## src/rtl/vblk_pkg.sv

```systemverilog
package vblk_pkg;

    localparam int REG_AW = 12;
    localparam int DW     = 32;

    typedef enum logic [1:0] {
        SZ_BYTE = 2'd0,
        SZ_HALF = 2'd1,
        SZ_WORD = 2'd2,
        SZ_BAD  = 2'd3
    } acc_size_t;

    localparam logic [REG_AW-1:0] OFF_MAGIC   = 12'h000;
    localparam logic [REG_AW-1:0] OFF_VERSION = 12'h004;
    localparam logic [REG_AW-1:0] OFF_DEVID   = 12'h008;
    localparam logic [REG_AW-1:0] OFF_VENDOR  = 12'h00C;
    localparam logic [REG_AW-1:0] OFF_DFEAT   = 12'h010;
    localparam logic [REG_AW-1:0] OFF_DFSEL   = 12'h014;
    localparam logic [REG_AW-1:0] OFF_GFEAT   = 12'h020;
    localparam logic [REG_AW-1:0] OFF_GFSEL   = 12'h024;
    localparam logic [REG_AW-1:0] OFF_PAGE    = 12'h028;
    localparam logic [REG_AW-1:0] OFF_QSEL    = 12'h030;
    localparam logic [REG_AW-1:0] OFF_QMAX    = 12'h034;
    localparam logic [REG_AW-1:0] OFF_QNUM    = 12'h038;
    localparam logic [REG_AW-1:0] OFF_QALIGN  = 12'h03C;
    localparam logic [REG_AW-1:0] OFF_QPFN    = 12'h040;
    localparam logic [REG_AW-1:0] OFF_NOTIFY  = 12'h050;
    localparam logic [REG_AW-1:0] OFF_ISR     = 12'h060;
    localparam logic [REG_AW-1:0] OFF_IACK    = 12'h064;
    localparam logic [REG_AW-1:0] OFF_STATUS  = 12'h070;
    localparam logic [REG_AW-1:0] OFF_CFG     = 12'h100;

    localparam logic [DW-1:0] ID_MAGIC  = 32'h7472_6976;
    localparam logic [DW-1:0] ID_VER    = 32'd1;
    localparam logic [DW-1:0] ID_DEV    = 32'd2;
    localparam logic [DW-1:0] ID_VENDOR = 32'h554D_4551;
    localparam int            ST_READY_BIT = 2;

    typedef struct packed {
        logic          rd_ok;
        logic          wr_ok;
        logic [DW-1:0] rd_reg;
        logic [DW-1:0] wr_cur;
    } dec_t;

    function automatic logic [DW-1:0] size_mask(acc_size_t sz);
        case (sz)
            SZ_BYTE: return 32'h0000_00FF;
            SZ_HALF: return 32'h0000_FFFF;
            default: return 32'hFFFF_FFFF;
        endcase
    endfunction

    function automatic logic [DW-1:0] lane_merge(logic [DW-1:0] old, logic [DW-1:0] wd,
                                                 acc_size_t sz, logic [1:0] off);
        logic [DW-1:0] m;
        m = size_mask(sz) << {off, 3'b000};
        if (sz == SZ_WORD) return wd;
        return (old & ~m) | ((wd << {off, 3'b000}) & m);
    endfunction

    function automatic logic [DW-1:0] lane_extract(logic [DW-1:0] r, acc_size_t sz,
                                                   logic [1:0] off);
        return (r >> {off, 3'b000}) & size_mask(sz);
    endfunction

endpackage

```

## src/rtl/vblk_cfg_space.sv

```systemverilog
module vblk_cfg_space #(
    parameter int          NBYTES   = 8,
    parameter logic [63:0] INIT_VAL = 64'h32000,
    localparam int         IW       = $clog2(NBYTES)
) (
    input  logic          clk,
    input  logic          rst,
    input  logic          wr_en,
    input  logic [IW-1:0] idx,
    input  logic [7:0]    wdata,
    output logic [7:0]    rdata
);
    logic [7:0] bytes_q [NBYTES];

    for (genvar i = 0; i < NBYTES; i++) begin : g_byte
        always_ff @(posedge clk) begin
            if (rst)                               bytes_q[i] <= INIT_VAL[8*i +: 8];
            else if (wr_en && idx == IW'(i))       bytes_q[i] <= wdata;
        end
    end

    assign rdata = bytes_q[idx];
endmodule

```

## src/rtl/vblk_irq_ctl.sv

```systemverilog
module vblk_irq_ctl (
    input  logic        clk,
    input  logic        rst,
    input  logic        dev_rst,
    input  logic        set_used,
    input  logic        ack_en,
    input  logic [31:0] ack_mask,
    output logic [31:0] isr,
    output logic        irq
);
    logic used_q;

    always_ff @(posedge clk) begin
        if (rst || dev_rst)             used_q <= 1'b0;
        else if (set_used)              used_q <= 1'b1;
        else if (ack_en && ack_mask[0]) used_q <= 1'b0;
    end

    assign isr = {31'd0, used_q};
    assign irq = |isr;
endmodule

```

## src/rtl/vblk_ring_geom.sv

```systemverilog
module vblk_ring_geom #(
    parameter int AW = 64
) (
    input  logic          clk,
    input  logic          rst,
    input  logic          latch,
    input  logic [31:0]   pfn,
    input  logic [31:0]   page,
    input  logic [31:0]   qnum,
    input  logic [31:0]   align,
    output logic [AW-1:0] desc_base,
    output logic [AW-1:0] avail_base,
    output logic [AW-1:0] used_base
);
    logic [AW-1:0] d_n, a_n, end_n, al_n, u_n;

    always_comb begin
        d_n   = AW'(pfn) * AW'(page);
        a_n   = d_n + (AW'(qnum) << 4);
        end_n = a_n + AW'(6) + (AW'(qnum) << 1);
        al_n  = AW'(align);
        u_n   = (end_n & ~(al_n - AW'(1))) + al_n;
    end

    always_ff @(posedge clk) begin
        if (rst) begin
            desc_base  <= '0;
            avail_base <= '0;
            used_base  <= '0;
        end else if (latch) begin
            desc_base  <= d_n;
            avail_base <= a_n;
            used_base  <= u_n;
        end
    end
endmodule

```

## src/rtl/vblk_regfile.sv

```systemverilog
module vblk_regfile
    import vblk_pkg::*;
#(
    parameter int          QUEUE_MAX    = 8,
    parameter logic [63:0] DEV_FEATURES = 64'h0000_0008_0000_0000,
    parameter logic [63:0] CAPACITY     = 64'h0000_0000_0003_2000,
    parameter logic [31:0] ALIGN_RESET  = 32'h0000_1000,
    parameter int          GEOM_AW      = 64
) (
    input  logic               clk,
    input  logic               rst,
    input  logic               req_valid,
    input  logic               req_write,
    input  logic [11:0]        req_addr,
    input  logic [1:0]         req_size,
    input  logic [31:0]        req_wdata,
    output logic               rsp_valid,
    output logic [31:0]        rsp_rdata,
    output logic               rsp_fault,
    input  logic               used_evt,
    output logic               irq,
    output logic               notify_pulse,
    output logic [31:0]        notify_index,
    output logic               dev_reset,
    output logic               queue_ready,
    output logic [63:0]        drv_features,
    output logic [31:0]        q_page_size,
    output logic [31:0]        q_size,
    output logic [31:0]        q_align,
    output logic [31:0]        q_pfn,
    output logic [GEOM_AW-1:0] desc_base,
    output logic [GEOM_AW-1:0] avail_base,
    output logic [GEOM_AW-1:0] used_base
);
    localparam int CFG_BYTES = 8;
    localparam int CFG_IW    = $clog2(CFG_BYTES);
    localparam logic [31:0] NO_NOTIFY = '1;

    logic [31:0] dfsel_q, gfsel_q, status_q;
    logic [31:0] isr;
    logic [7:0]  cfg_byte;
    acc_size_t   sz;
    logic [1:0]  off;
    logic [REG_AW-1:0] base;
    logic        is_cfg, fault, wr_en, cfg_wr;
    logic [31:0] merged, rd_val;
    dec_t        dec;

    assign sz     = acc_size_t'(req_size);
    assign off    = req_addr[1:0];
    assign base   = {req_addr[REG_AW-1:2], 2'b00};
    assign is_cfg = req_addr[REG_AW-1:CFG_IW] == OFF_CFG[REG_AW-1:CFG_IW];

    always_comb begin
        dec = '0;
        case (base)
            OFF_MAGIC:   begin dec.rd_ok = 1'b1; dec.rd_reg = ID_MAGIC;  end
            OFF_VERSION: begin dec.rd_ok = 1'b1; dec.rd_reg = ID_VER;    end
            OFF_DEVID:   begin dec.rd_ok = 1'b1; dec.rd_reg = ID_DEV;    end
            OFF_VENDOR:  begin dec.rd_ok = 1'b1; dec.rd_reg = ID_VENDOR; end
            OFF_DFEAT: begin
                dec.rd_ok  = 1'b1;
                dec.rd_reg = (dfsel_q == 32'd0) ? DEV_FEATURES[31:0] :
                             (dfsel_q == 32'd1) ? DEV_FEATURES[63:32] : 32'd0;
            end
            OFF_DFSEL: begin dec.wr_ok = 1'b1; dec.wr_cur = dfsel_q; end
            OFF_GFEAT: begin
                dec.wr_ok  = 1'b1;
                dec.wr_cur = (gfsel_q == 32'd0) ? drv_features[31:0] :
                             (gfsel_q == 32'd1) ? drv_features[63:32] : 32'd0;
            end
            OFF_GFSEL:  begin dec.wr_ok = 1'b1; dec.wr_cur = gfsel_q;     end
            OFF_PAGE:   begin dec.wr_ok = 1'b1; dec.wr_cur = q_page_size; end
            OFF_QSEL:   begin dec.wr_ok = 1'b1; dec.wr_cur = 32'd0;       end
            OFF_QMAX:   begin dec.rd_ok = 1'b1; dec.rd_reg = 32'(QUEUE_MAX); end
            OFF_QNUM:   begin dec.wr_ok = 1'b1; dec.wr_cur = q_size;      end
            OFF_QALIGN: begin dec.wr_ok = 1'b1; dec.wr_cur = q_align;     end
            OFF_QPFN: begin
                dec.rd_ok = 1'b1; dec.wr_ok = 1'b1;
                dec.rd_reg = q_pfn; dec.wr_cur = q_pfn;
            end
            OFF_NOTIFY: begin dec.wr_ok = 1'b1; dec.wr_cur = NO_NOTIFY; end
            OFF_ISR:    begin dec.rd_ok = 1'b1; dec.rd_reg = isr;       end
            OFF_IACK:   begin dec.wr_ok = 1'b1; dec.wr_cur = 32'd0;     end
            OFF_STATUS: begin
                dec.rd_ok = 1'b1; dec.wr_ok = 1'b1;
                dec.rd_reg = status_q; dec.wr_cur = status_q;
            end
            default: dec = '0;
        endcase
    end

    always_comb begin
        merged = lane_merge(dec.wr_cur, req_wdata, sz, off);
        if (sz == SZ_BAD)
            fault = 1'b1;
        else if (is_cfg)
            fault = (sz != SZ_BYTE);
        else if (req_write)
            fault = !dec.wr_ok || (base == OFF_QSEL && merged != 32'd0);
        else
            fault = !dec.rd_ok;
        wr_en  = req_valid && req_write && !fault && !is_cfg;
        cfg_wr = req_valid && req_write && !fault && is_cfg;
        rd_val = is_cfg ? {24'd0, cfg_byte} : lane_extract(dec.rd_reg, sz, off);
    end

    logic wr_status, st_zero, st_ready;
    assign wr_status = wr_en && base == OFF_STATUS;
    assign st_zero   = wr_status && merged == 32'd0;
    assign st_ready  = wr_status && merged[ST_READY_BIT];

    always_ff @(posedge clk) begin
        if (rst) begin
            dfsel_q      <= '0;
            gfsel_q      <= '0;
            drv_features <= '0;
            q_page_size  <= '0;
            q_size       <= '0;
            q_align      <= ALIGN_RESET;
            q_pfn        <= '0;
            status_q     <= '0;
            notify_pulse <= 1'b0;
            notify_index <= NO_NOTIFY;
            dev_reset    <= 1'b0;
            rsp_valid    <= 1'b0;
            rsp_rdata    <= '0;
            rsp_fault    <= 1'b0;
        end else begin
            notify_pulse <= 1'b0;
            notify_index <= NO_NOTIFY;
            dev_reset    <= st_zero;
            rsp_valid    <= req_valid;
            rsp_fault    <= req_valid && fault;
            rsp_rdata    <= (req_valid && !req_write && !fault) ? rd_val : 32'd0;
            if (wr_en) begin
                case (base)
                    OFF_DFSEL:  dfsel_q     <= merged;
                    OFF_GFSEL:  gfsel_q     <= merged;
                    OFF_GFEAT: begin
                        if (gfsel_q == 32'd0)      drv_features[31:0]  <= merged;
                        else if (gfsel_q == 32'd1) drv_features[63:32] <= merged;
                    end
                    OFF_PAGE:   q_page_size <= merged;
                    OFF_QNUM:   q_size      <= merged;
                    OFF_QALIGN: q_align     <= merged;
                    OFF_QPFN:   q_pfn       <= merged;
                    OFF_NOTIFY: begin
                        notify_pulse <= 1'b1;
                        notify_index <= merged;
                    end
                    OFF_STATUS: status_q    <= merged;
                    default: ;
                endcase
            end
        end
    end

    assign queue_ready = status_q[ST_READY_BIT];

    vblk_cfg_space #(.NBYTES(CFG_BYTES), .INIT_VAL(CAPACITY)) u_cfg (
        .clk(clk), .rst(rst), .wr_en(cfg_wr), .idx(req_addr[CFG_IW-1:0]),
        .wdata(req_wdata[7:0]), .rdata(cfg_byte)
    );

    vblk_irq_ctl u_irq (
        .clk(clk), .rst(rst), .dev_rst(st_zero), .set_used(used_evt),
        .ack_en(wr_en && base == OFF_IACK), .ack_mask(merged),
        .isr(isr), .irq(irq)
    );

    vblk_ring_geom #(.AW(GEOM_AW)) u_geom (
        .clk(clk), .rst(rst), .latch(st_ready), .pfn(q_pfn), .page(q_page_size),
        .qnum(q_size), .align(q_align), .desc_base(desc_base),
        .avail_base(avail_base), .used_base(used_base)
    );
endmodule

```

## config.mk

```make
export PLATFORM = sky130hd
export DESIGN_NAME = vblk_regfile
export DESIGN_NICKNAME = d
export VERILOG_FILES = /design/src/rtl/vblk_pkg.sv /design/src/rtl/vblk_cfg_space.sv /design/src/rtl/vblk_irq_ctl.sv /design/src/rtl/vblk_ring_geom.sv /design/src/rtl/vblk_regfile.sv
export SDC_FILE = /design/constraint.sdc
export NUM_CORES = 2
export LEC_CHECK = 0
export ABC_AREA = 1
export CORE_UTILIZATION = 66
export DETAILED_ROUTE_END_ITERATION = 10
export PLACE_DENSITY = 0.88
export SYNTH_ARGS = -nofsm -noshare
export SYNTH_HDL_FRONTEND = slang
export SYNTH_SLANG_ARGS = --single-unit
```

## constraint.sdc

```tcl
create_clock -name clk -period 17.15 [get_ports clk]
set_input_delay 1.715 -clock clk [delete_from_list [all_inputs] [get_ports clk]]
set_output_delay 1.715 -clock clk [all_outputs]
set_load 0.01 [all_outputs]
```

==> flow_summary.ini <==
[run_status]
status = finished, violations left
failed_checks = DRC

[clock_tree]
cts-root-buf = clkbuf_16
hold_buffers = 0
path_clk_slew_ns = 0.07
cts_resized = 0
cts_setup_buffers = 0
cts_buffers = 67
cts.htree.levels = 3
max-clock-path-buffers = 3
cts.sinks = 609
clkLatencyLatePin_ns = 0.67
cts_tree = done

[yosys]
yosysTopAreaCell = fa_1
ys.flop_type = dfxtp_1
async_flop_share = 0
synth.avg_cell_area_um2 = 7.15
synthTopCellsByArea = fa_1 26%, dfxtp_1 16%, nand2_1 13%
synth-edff-count = 64
syn-num-nets = 11100
netlist_area_mm2 = 0.0695
synthXorXnorAreaFrac = 0.0198
yosysTopAreaCellShare = 0.259
synth_compound_area_frac = 0.104
muxShareOfSynthArea = 0
synth_top_family_by_area = adder cells
yosysWarnings = 0
synth-simple-area-share = 0.225
synth_adder_area_share = 0.329
yosysSeqAreaShare = 0.185
syn_inst = 9721
ys_types = 59
yosys_register_bits = 609

[sta]
max_freq_ghz = 0.0732
period_needed_ns = 13.66
fin_skew_ns = 0.0363
slew_headroom = 0.00670
finalHoldViolCount = 0
tightest_slew_ns = 1.49
setup-violations-final = 0
final.period_utilization = 0.797
fin_ws_ns = 3.49
final.setup.tns_ns = 0
drv_slew = 0
rsz0062_at_grt = no

[global_routing]
grt_max_degree = 210
grt_pass1_wl_um = 420000
grt_pass1_vias = 71000
grt_use_total = 0.525
grt_overflow = 0
antenna_found_initial = 19

[layout]
layout.nets = 11200
drive_gt1_frac = 0.0340
stdcell_count = 11300
syn2layout_area_growth_pct = 11.5
final_cell_area_mm2 = 0.0775
fillers = 7479

[routing]
drcViolationCount = 1
detail_route.wl_per_cell_um = 24.9
ant_nets = 0
vias = 70500
detail_route.first_pass.iterations = 11
drtIter0Drc = 11200
drt-total-wl_um = 283000
routed_via_density = 6.21

[place]
gp_congestion = 1.09
io_buffers = 504
placed_area_mm2 = 0.0752
post-place-cells = 11200
place_ws_ns = 3.66
place_hpwl_um = 215000

[worst_setup_path]
cp_common_cell = nand2_1
crit_required_ns = 17.71
critPathLaunchType = flop
worstSetupPathType = flop to flop
end_kind = flop
timing.critical_path.arrival_ns = 14.22
cpPeakStageDelay_ns = 0.83
crit_fanout = 28
slowest_stage = dfxtp_1

[die]
fp.dieH_um = 326
die_w_um = 326
row_count = 118
io_pins = 505
core_mm2 = 0.104
initial_core_util = 0.669
die_area_mm2 = 0.107

[run]
cap_violations = 0

[power]
ir_drop_mv = 0.0706
p_leak_nw = 41.2
p_per_area_mw_per_mm2 = 41.0

[min_path]
hold_path_class = flop to flop
==> layer usage <==
metal,up-vias,share of wire,track usage
met2,6108,0.42,0.767
met5,-,0.00069,0.00532
met4,20,0.085,0.360
li1,29900,-,-
met1,32600,0.33,0.629
met3,1820,0.16,0.219
==> cells by family (layout without fill, tap and decap cells) <==
family          count (synthesis)  count (layout)
flops                         609             609
buf+inv                      2512            2745
simple gates                 3857            3857
xor+xnor                      157             157
other cells                     0               9
compound gates               1296            1296
fa+ha+maj                    1290            1290
==> area by class of cell <==
cell class,count,area (µm²),share of cell area
diodes,9,22.5,0.000291
clock buffers,92,1910,0.0246
clock inverters,27,384,0.00496
inverters,2010,7550,0.0975
multi-input cells,6600,47200,0.609
flip-flops and latches,609,12800,0.166
well taps,1380,1730,0.0223
repair buffers,616,5880,0.0759
==> state kept, by name, summed over array words and instances (netlist names), 32 cells and up <==
register           count
dfsel_q               32
drv_features          64
gfsel_q               32
notify_index          32
q_align               32
q_page_size           32
q_pfn                 32
q_size                32
rsp_rdata             32
status_q              32
u_cfg.bytes_q         64
u_geom.avail_base     64
u_geom.desc_base      60
u_geom.used_base      64
==> cells in the mapped netlist, types with 49 or more instances <==
cell      instances
o21ai_0         493
clkbuf_1        416
nand3_1         270
xor2_1          108
ha_1            392
nand4_1         112
nand2_1        2380
buf_2            70
dfxtp_1         545
inv_1          1974
nor3_1           54
a211oi_1         81
xnor2_1          49
nor2_1          912
a21oi_1         485
edfxtp_1         64
fa_1            898
==> report_power, final <==
part           switching, W  leakage (nW)  internal [W]  total, W
Sequential       0.00000320          5.00       0.00145   0.00145
Combinational      0.000139          35.0     0.0000391  0.000178
Clock              0.000667          1.13      0.000883   0.00155
==> layout by cell type, fill, tap and decap left out, drive strengths merged, types with 5 or more instances in the layout <==
| cell type | n |
|---|---|
| nand3 | 276 |
| diode | 9 |
| xnor2 | 49 |
| ha | 392 |
| a221oi | 31 |
| o31ai | 8 |
| clkdlybuf4s50 | 503 |
| nand4 | 114 |
| o21a | 12 |
| edfxtp | 64 |
| o2111ai | 5 |
| xor2 | 108 |
| a211oi | 81 |
| a21oi | 485 |
| o21bai | 9 |
| fa | 898 |
| nor2 | 955 |
| dfxtp | 545 |
| nor3 | 60 |
| o21ai | 544 |
| nand2 | 2395 |
| clkinv | 23 |
| a22o | 12 |
| o211ai | 12 |
| bufinv | 6 |
| a31oi | 20 |
| nor3b | 8 |
| o221ai | 5 |
| or2 | 9 |
| nor4 | 26 |
| o22ai | 12 |
| inv | 2006 |
| nand3b | 9 |
| a22oi | 37 |
| a21o | 9 |
| clkbuf | 92 |
| buf | 113 |
==> through the flow <==
stage          hold slack, ns  utilization  total power [W]
6_report                0.463        0.745          0.00318
5_1_grt                 0.466        0.745          0.00321
4_1_cts                 0.458        0.745          0.00315
3_5_place_dp            0.449        0.723          0.00164
3_3_place_gp            0.445        0.723          0.00164
2_1_floorplan           0.430            -          0.00156
==> critical path, delay by kind of cell, from the launching register on <==
kind                       cells  cell delay, ns
buffers and inverters          9            1.33
AOI/OAI and AO/OA              5            1.22
xor gates and xnor gates       4            1.03
adders and majority gates     13            5.95
and+or+nand+nor               22            3.21
DFF                            1            0.83
==> final timing paths <==
path                                       end  slack, ns  depth (start not counted)                          from
max          u_geom.used_base[52]$_SDFFE_PP0P_       3.49                         53  q_page_size[17]$_SDFFE_PP0P_
max reg2reg  u_geom.used_base[52]$_SDFFE_PP0P_       3.49                         53  q_page_size[17]$_SDFFE_PP0P_
min                   status_q[4]$_SDFFE_PP0P_       0.46                          2      status_q[4]$_SDFFE_PP0P_
min reg2reg           status_q[4]$_SDFFE_PP0P_       0.46                          2      status_q[4]$_SDFFE_PP0P_
No activity file was read; power rests on OpenSTA's default activity.
